--- config.mk ---
export PLATFORM = sky130hd
export DESIGN_NAME = mcl_core
export DESIGN_NICKNAME = d
export VERILOG_FILES = /design/src/rtl/mcl_pkg.sv /design/src/rtl/mcl_regfile.sv /design/src/rtl/mcl_alu.sv /design/src/rtl/mcl_ctrl.sv /design/src/rtl/mcl_core.sv
export SDC_FILE = /design/constraint.sdc
export NUM_CORES = 2
export LEC_CHECK = 0
export ABC_AREA = 1
export BUFFER_PORTS_ARGS = -buffer_cell sky130_fd_sc_hd__clkbuf_2
export CAP_MARGIN = 30
export CORE_MARGIN = 2
export CORE_UTILIZATION = 40
export CTS_CLUSTER_DIAMETER = 150
export CTS_CLUSTER_SIZE = 24
export DETAILED_ROUTE_END_ITERATION = 8
export PLACE_DENSITY = 0.58
export SLEW_MARGIN = 10
export SYNTH_ARGS = -nofsm -noshare
export SYNTH_HDL_FRONTEND = slang
export SYNTH_HIERARCHICAL = 1
export SYNTH_SLANG_ARGS = --single-unit
--- constraint.sdc ---
create_clock -name clk -period 4.71 [get_ports clk]
set_clock_uncertainty 0.15 [all_clocks]
set_input_delay 0.942 -clock clk [delete_from_list [all_inputs] [get_ports clk]]
set_output_delay 0.942 -clock clk [all_outputs]
set_load 0.02 [all_outputs]
--- src/rtl/mcl_pkg.sv ---
package mcl_pkg;
    localparam int XLEN = 32;

    localparam logic [5:0] OP_LOAD   = 6'b100011;
    localparam logic [5:0] OP_LOADPI = 6'b111111;

    // encodings 0..4, 12 and 13 are the state numbers of the sequence
    typedef enum logic [3:0] {
        S_FETCH  = 4'd0,
        S_DECODE = 4'd1,
        S_ADDR   = 4'd2,
        S_MEM    = 4'd3,
        S_WBLOAD = 4'd4,
        S_WBBOTH = 4'd12,
        S_WBBASE = 4'd13
    } state_t;

    typedef struct packed {
        logic [5:0]  op;
        logic [4:0]  rs;
        logic [4:0]  rt;
        logic [15:0] imm;
    } instr_t;

    typedef struct packed {
        logic       ir_we;
        logic       pc_we;
        logic       ab_we;
        logic       aluout_we;
        logic       mdr_we;
        logic       iord;
        logic       src_a;      // 0: PC, 1: A
        logic [1:0] src_b;      // 00: B, 01: 4, 1x: offset
        logic [1:0] alu_op;     // 00: add, 01: subtract
        logic [1:0] reg_dst;    // 00: [20:16], 01: [15:11], 10: [25:21]
        logic       mem_to_reg;
        logic       reg_we;
        logic       reg_we2;
        logic       done;
    } ctl_t;

    function automatic logic [XLEN-1:0] sext16(input logic [15:0] v);
        return {{(XLEN-16){v[15]}}, v};
    endfunction

    function automatic logic op_known(input logic [5:0] op);
        return (op == OP_LOAD) || (op == OP_LOADPI);
    endfunction
endpackage

--- src/rtl/mcl_regfile.sv ---
module mcl_regfile #(
    parameter int W = 32,
    parameter int N = 32,
    localparam int AW = $clog2(N)
) (
    input  logic          clk,
    input  logic          rst,
    input  logic [AW-1:0] ra_a,
    input  logic [AW-1:0] ra_b,
    output logic [W-1:0]  rd_a,
    output logic [W-1:0]  rd_b,
    input  logic          we1,
    input  logic [AW-1:0] wa1,
    input  logic [W-1:0]  wd1,
    input  logic          we2,
    input  logic [AW-1:0] wa2,
    input  logic [W-1:0]  wd2
);
    logic [W-1:0] rf [N];

    for (genvar i = 0; i < N; i++) begin : g_reg
        if (i == 0) begin : g_zero
            assign rf[i] = '0;
        end else begin : g_store
            logic [W-1:0] q;
            always_ff @(posedge clk) begin
                if (rst)
                    q <= '0;
                else if (we1 && wa1 == AW'(i))
                    q <= wd1;
                else if (we2 && wa2 == AW'(i))
                    q <= wd2;
            end
            assign rf[i] = q;
        end
    end

    assign rd_a = rf[ra_a];
    assign rd_b = rf[ra_b];

    AST_R0_READS_ZERO: assert property (@(posedge clk) disable iff (rst)
        (ra_a == '0) |-> (rd_a == '0));

    AST_PORT1_WINS: assert property (@(posedge clk) disable iff (rst)
        (we1 && we2 && wa1 == wa2 && wa1 != '0) |=> (rf[$past(wa1)] == $past(wd1)));
endmodule

--- src/rtl/mcl_alu.sv ---
module mcl_alu #(
    parameter int W = 32
) (
    input  logic [W-1:0] a,
    input  logic [W-1:0] b,
    input  logic [1:0]   op,
    output logic [W-1:0] y
);
    always_comb begin
        case (op)
            2'b01:   y = a - b;
            default: y = a + b;
        endcase
    end
endmodule

--- src/rtl/mcl_ctrl.sv ---
module mcl_ctrl
    import mcl_pkg::*;
#(
    parameter bit DUAL_WB = 1'b1
) (
    input  logic       clk,
    input  logic       rst,
    input  logic [5:0] op,
    output ctl_t       ctl
);
    state_t state, nxt;
    logic   is_pi;

    assign is_pi = (op == OP_LOADPI);

    always_ff @(posedge clk) begin
        if (rst) state <= S_FETCH;
        else     state <= nxt;
    end

    always_comb begin
        ctl = '0;
        nxt = S_FETCH;
        case (state)
            S_FETCH: begin
                ctl.ir_we  = 1'b1;
                ctl.pc_we  = 1'b1;
                ctl.src_b  = 2'b01;
                nxt        = S_DECODE;
            end
            S_DECODE: begin
                ctl.ab_we     = 1'b1;
                ctl.aluout_we = 1'b1;
                ctl.src_b     = 2'b10;
                nxt           = op_known(op) ? S_ADDR : S_FETCH;
            end
            S_ADDR: begin
                ctl.aluout_we = 1'b1;
                ctl.src_a     = 1'b1;
                ctl.src_b     = 2'b10;
                nxt           = S_MEM;
            end
            S_MEM: begin
                ctl.iord   = 1'b1;
                ctl.mdr_we = 1'b1;
                if (is_pi) begin
                    ctl.aluout_we = 1'b1;
                    ctl.src_a     = 1'b1;
                    ctl.src_b     = 2'b01;
                end
                nxt = (is_pi && DUAL_WB) ? S_WBBOTH : S_WBLOAD;
            end
            S_WBLOAD: begin
                ctl.reg_dst    = 2'b00;
                ctl.mem_to_reg = 1'b1;
                ctl.reg_we     = 1'b1;
                if (is_pi && !DUAL_WB) begin
                    nxt = S_WBBASE;
                end else begin
                    ctl.done = 1'b1;
                    nxt      = S_FETCH;
                end
            end
            S_WBBOTH: begin
                ctl.reg_dst    = 2'b00;
                ctl.mem_to_reg = 1'b1;
                ctl.reg_we     = 1'b1;
                ctl.reg_we2    = 1'b1;
                ctl.done       = 1'b1;
                nxt            = S_FETCH;
            end
            S_WBBASE: begin
                ctl.reg_dst = 2'b10;
                ctl.reg_we  = 1'b1;
                ctl.done    = 1'b1;
                nxt         = S_FETCH;
            end
            default: nxt = S_FETCH;
        endcase
    end

    AST_BASE_AFTER_LOAD: assert property (@(posedge clk) disable iff (rst)
        (state == S_WBBASE) |-> ($past(state) == S_WBLOAD));

    AST_DONE_THEN_FETCH: assert property (@(posedge clk) disable iff (rst)
        ctl.done |=> (state == S_FETCH));

    AST_BAD_OP_SHORT: assert property (@(posedge clk) disable iff (rst)
        (state == S_DECODE && !op_known(op)) |=> (state == S_FETCH));
endmodule

--- src/rtl/mcl_core.sv ---
module mcl_core
    import mcl_pkg::*;
#(
    parameter bit DUAL_WB = 1'b1,
    parameter int NREG    = 32,
    localparam int RAW    = $clog2(NREG)
) (
    input  logic            clk,
    input  logic            rst,
    output logic [XLEN-1:0] mem_addr,
    input  logic [XLEN-1:0] mem_rdata,
    output logic            mem_data_rd,
    output logic            done
);
    ctl_t            ctl;
    instr_t          ir;
    logic [XLEN-1:0] pc, a_q, b_q, aluout, mdr;
    logic [XLEN-1:0] rd_a, rd_b, alu_a, alu_b, alu_y, imm_x, wd1;
    logic [RAW-1:0]  wa1;
    logic            we2;

    assign imm_x = sext16(ir.imm);

    mcl_ctrl #(.DUAL_WB(DUAL_WB)) u_ctrl (
        .clk (clk),
        .rst (rst),
        .op  (ir.op),
        .ctl (ctl)
    );

    assign alu_a = ctl.src_a ? a_q : pc;
    always_comb begin
        case (ctl.src_b)
            2'b00:   alu_b = b_q;
            2'b01:   alu_b = XLEN'(4);
            default: alu_b = imm_x;
        endcase
    end

    mcl_alu #(.W(XLEN)) u_alu (
        .a  (alu_a),
        .b  (alu_b),
        .op (ctl.alu_op),
        .y  (alu_y)
    );

    always_ff @(posedge clk) begin
        if (rst) begin
            pc     <= '0;
            ir     <= '0;
            a_q    <= '0;
            b_q    <= '0;
            aluout <= '0;
            mdr    <= '0;
        end else begin
            if (ctl.pc_we)     pc     <= alu_y;
            if (ctl.ir_we)     ir     <= instr_t'(mem_rdata);
            if (ctl.ab_we)     a_q    <= rd_a;
            if (ctl.ab_we)     b_q    <= rd_b;
            if (ctl.aluout_we) aluout <= alu_y;
            if (ctl.mdr_we)    mdr    <= mem_rdata;
        end
    end

    always_comb begin
        case (ctl.reg_dst)
            2'b01:   wa1 = RAW'(ir.imm[15:11]);
            2'b10:   wa1 = RAW'(ir.rs);
            default: wa1 = RAW'(ir.rt);
        endcase
    end
    assign wd1 = ctl.mem_to_reg ? mdr : aluout;

    if (DUAL_WB) begin : g_dual
        assign we2 = ctl.reg_we2;
    end else begin : g_single
        assign we2 = 1'b0;
    end

    mcl_regfile #(.W(XLEN), .N(NREG)) u_rf (
        .clk  (clk),
        .rst  (rst),
        .ra_a (RAW'(ir.rs)),
        .ra_b (RAW'(ir.rt)),
        .rd_a (rd_a),
        .rd_b (rd_b),
        .we1  (ctl.reg_we),
        .wa1  (wa1),
        .wd1  (wd1),
        .we2  (we2),
        .wa2  (RAW'(ir.rs)),
        .wd2  (aluout)
    );

    assign mem_addr    = ctl.iord ? aluout : pc;
    assign mem_data_rd = ctl.iord;
    assign done        = ctl.done;

    AST_BASE_HELD: assert property (@(posedge clk) disable iff (rst)
        ctl.iord |=> (a_q == $past(a_q)));

    AST_WB2_PAIRED: assert property (@(posedge clk) disable iff (rst)
        we2 |-> ctl.reg_we);
endmodule

==> impl_metrics.tcl <==
set metrics [dict create \
    status "complete, no violations" \
    place.gp.congestion 0.976 \
    fin_crit_ps 4530 \
    synth_ff_type "dfxtp_1" \
    arrival_ps 3430 \
    rr_worst_depth 30 \
    netlist_top_cells_count "nand2_1 (4857), nand3_1 (1830), dfxtp_1 (1188)" \
    ys_ff_latch 1188 \
    rsz0062_at_grt "no" \
    drc 0 \
    synthAdderAreaFrac_pct 0.576 \
    fin_ws_ps 183 \
    clock_latency_ps 770 \
    start_kind "flop" \
    wl_per_cell_um 24.9 \
    synthCells 13300 \
    setup_violations 0 \
    crit_fanout 69 \
    dpl.hpwl_um 233000 \
    cts_tree "done" \
    fill_cells 20800 \
    end_kind "primary output" \
    grt_pass1_vias 82900 \
    async_flop_share_pct 0 \
    p_leak_nw 36.4 \
    h-tree-depth 2 \
    yosys.area.top_type_share_pct 30.7 \
    num_rows 161 \
    power_w 0.0236 \
    crit_top_cell "buf_4" \
    synthMuxAreaShare_pct 0 \
    synth.most_common_cell "nand2_1" \
    cp.required_ps 3620 \
    synthesis.area_um2 77400 \
    yosys_warnings 6 \
    seq_area_frac_synth_pct 30.7 \
    syn_to_final_growth_pct 4.67 \
    path_clk_slew_ps 110 \
    synth_edf_count 0 \
    die-area_um2 197000 \
    root_buffer "clkbuf_16" \
    ant_nets 0 \
    dr.pass1.iters 7 \
    period_share_pct 96.1 \
    vias 90600 \
    drv_cap 0 \
    via_per_inst 5.99 \
    cts.path.max_buffers 3 \
    synth_compound_area_share_pct 18.0 \
    synth_largest_area_cell "dfxtp_1" \
    ir_drop_mv 0.315 \
    fmax_ghz 0.221 \
    min_path_type "flop to flop" \
    synth_xor_area_share_pct 0.476 \
    cp_slowest_cell "buf_4" \
    grt.total_usage_pct 36.7 \
    cpPeakStageDelay_ps 720 \
    fin_setup_tns_ps 0 \
    pin_count 68 \
    nNetsFinal 12700 \
    pre_cts_ws_ps 267 \
    powerDensity_nw_per_um2 291 \
    antenna_found_initial 5 \
    grt_max_degree 193 \
    synth_top_family_by_area "simple AND/OR/NAND/NOR gates" \
    ys_top_cells_by_area "dfxtp_1 (31%), nand2_1 (24%), nand3_1 (12%)" \
    hold_viol 0 \
    core_um2 192000 \
    grt-ovfl-total 0 \
    worstPathCellList "inv_1 > nand2_4 > nor3_4 > buf_4 > buf_4 > o21ai_0 > clkbuf_2" \
    finalMaxSlewViolations 0 \
    drt_iter0_drc 12900 \
    io_buffer_count 67 \
    grt_pass1_wl_um 551000 \
    avgSynthCellArea_um2 5.81 \
    criticalPathCategory "flop to primary output" \
    worst_pin_slew_ps 1210 \
    die_w_um 444 \
    synth_cell_types 47 \
    hold_depth 2 \
    cts_made_buffers 55 \
    slew_headroom_pct 19.6 \
    routed_wl_um 377000 \
    drive_gt1_share_pct 5.21 \
    synth_simple_gate_area_share_pct 38.7 \
    start_util_pct 40.2 \
    dieHeight_um 444 \
    cts_sinks 1188 \
]
==> sequential cells by signal, summed over array words and instances, names as in the netlist <==
name,flops
a_q,32
aluout,32
b_q,32
imm_x,16
ir,16
mdr,32
pc,32
u_ctrl/state,4
u_rf/g.g_store.q,992
==> report_power, final <==
part / switching (W) / internal (W) / leakage (nW) / total, W
registers: 0.000226 / 0.0102 / 9.61 / 0.0105
clock network: 0.00376 / 0.00218 / 0.714 / 0.00594
logic: 0.00545 / 0.00171 / 26.1 / 0.00716
total: 0.00944 / 0.0141 / 36.4 / 0.0236
==> cell type report <==
cell class	count	area, um2	share of cell area (%)
diodes	1	2.50	0.00309
clock buffers	61	1440	1.78
clock inverters	1	16.3	0.0201
inverters	1017	3870	4.79
multi-input cells	9921	45000	55.5
flip-flops and latches	1188	23800	29.4
well taps	2526	3160	3.90
repair buffers	412	3690	4.56
==> cell families (layout without fill, tap and decap cells) <==
family | count (synthesis) | in the layout
compound gates | 2554 | 2554
buf+inv | 2197 | 1491
xor+xnor | 42 | 42
simple gates | 7287 | 7287
other cells | 1 | 4
flops | 1188 | 1188
fa+ha+maj | 35 | 35
==> path summary, 6_finish.rpt <==
| kind | slack (ps) | to | from |
|---|---|---|---|
| worst min register to register | 320 | u_rf/g_reg[6].g_store.q[9] | u_rf/g_reg[6].g_store.q[9] |
| worst max-delay path | 180 | mem_addr[25] | u_ctrl/state[2] |
| worst min-delay path | 320 | u_rf/g_reg[6].g_store.q[9] | u_rf/g_reg[6].g_store.q[9] |
| worst max register to register | 420 | pc[29] | u_ctrl/state[2] |
==> cell usage in the layout, fill, tap and decap left out, types with 34 or more instances in the layout <==
cell type and n:
a21oi_1 1173, buf_12 48, buf_4 288, clkbuf_16 57
clkbuf_2 66, dfxtp_1 1178, inv_1 965, inv_2 34
nand2_1 4837, nand2_2 58, nand3_1 1828, nor2_1 495
o211ai_1 449, o21ai_0 846, o21ai_1 54
==> per-layer routing <==
layer,routed length [um],vias up,GRT usage [%]
met5,23,-,0
met4,29100,4,24.3
met3,44200,1374,7.00
met2,157000,6078,55.0
met1,147000,41700,47.7
li1,-,41500,-
==> per-stage QoR <==
stage / cell area, um2 / hold slack, ps / std cells / util (%)
6_report: 81000 / 322 / 15100 / 42.1
5_1_grt: 81000 / 337 / 15100 / 42.1
4_1_cts: 80900 / 300 / 15100 / 42.0
3_5_place_dp: 79400 / 306 / 15100 / 41.3
3_3_place_gp: 79200 / 303 / 15100 / 41.2
2_1_floorplan: 77400 / 294 / 13300 / -
==> worst max-delay path, delay by kind of cell, from the launching register on <==
kind,cells,cell delay (ps)
flops,1,340
simple gates,2,250
compound gates,1,340
buf+inv,4,1730
==> repair_timing <==
| action | in CTS | in global routing |
|---|---|---|
| gates resized for setup | 0 | 16 |
| setup buffers | 0 | 1 |
| hold buffers | 0 | 0 |
| setup endpoints to repair | 0 | 17 |
No activity file was read; power rests on OpenSTA's default activity.
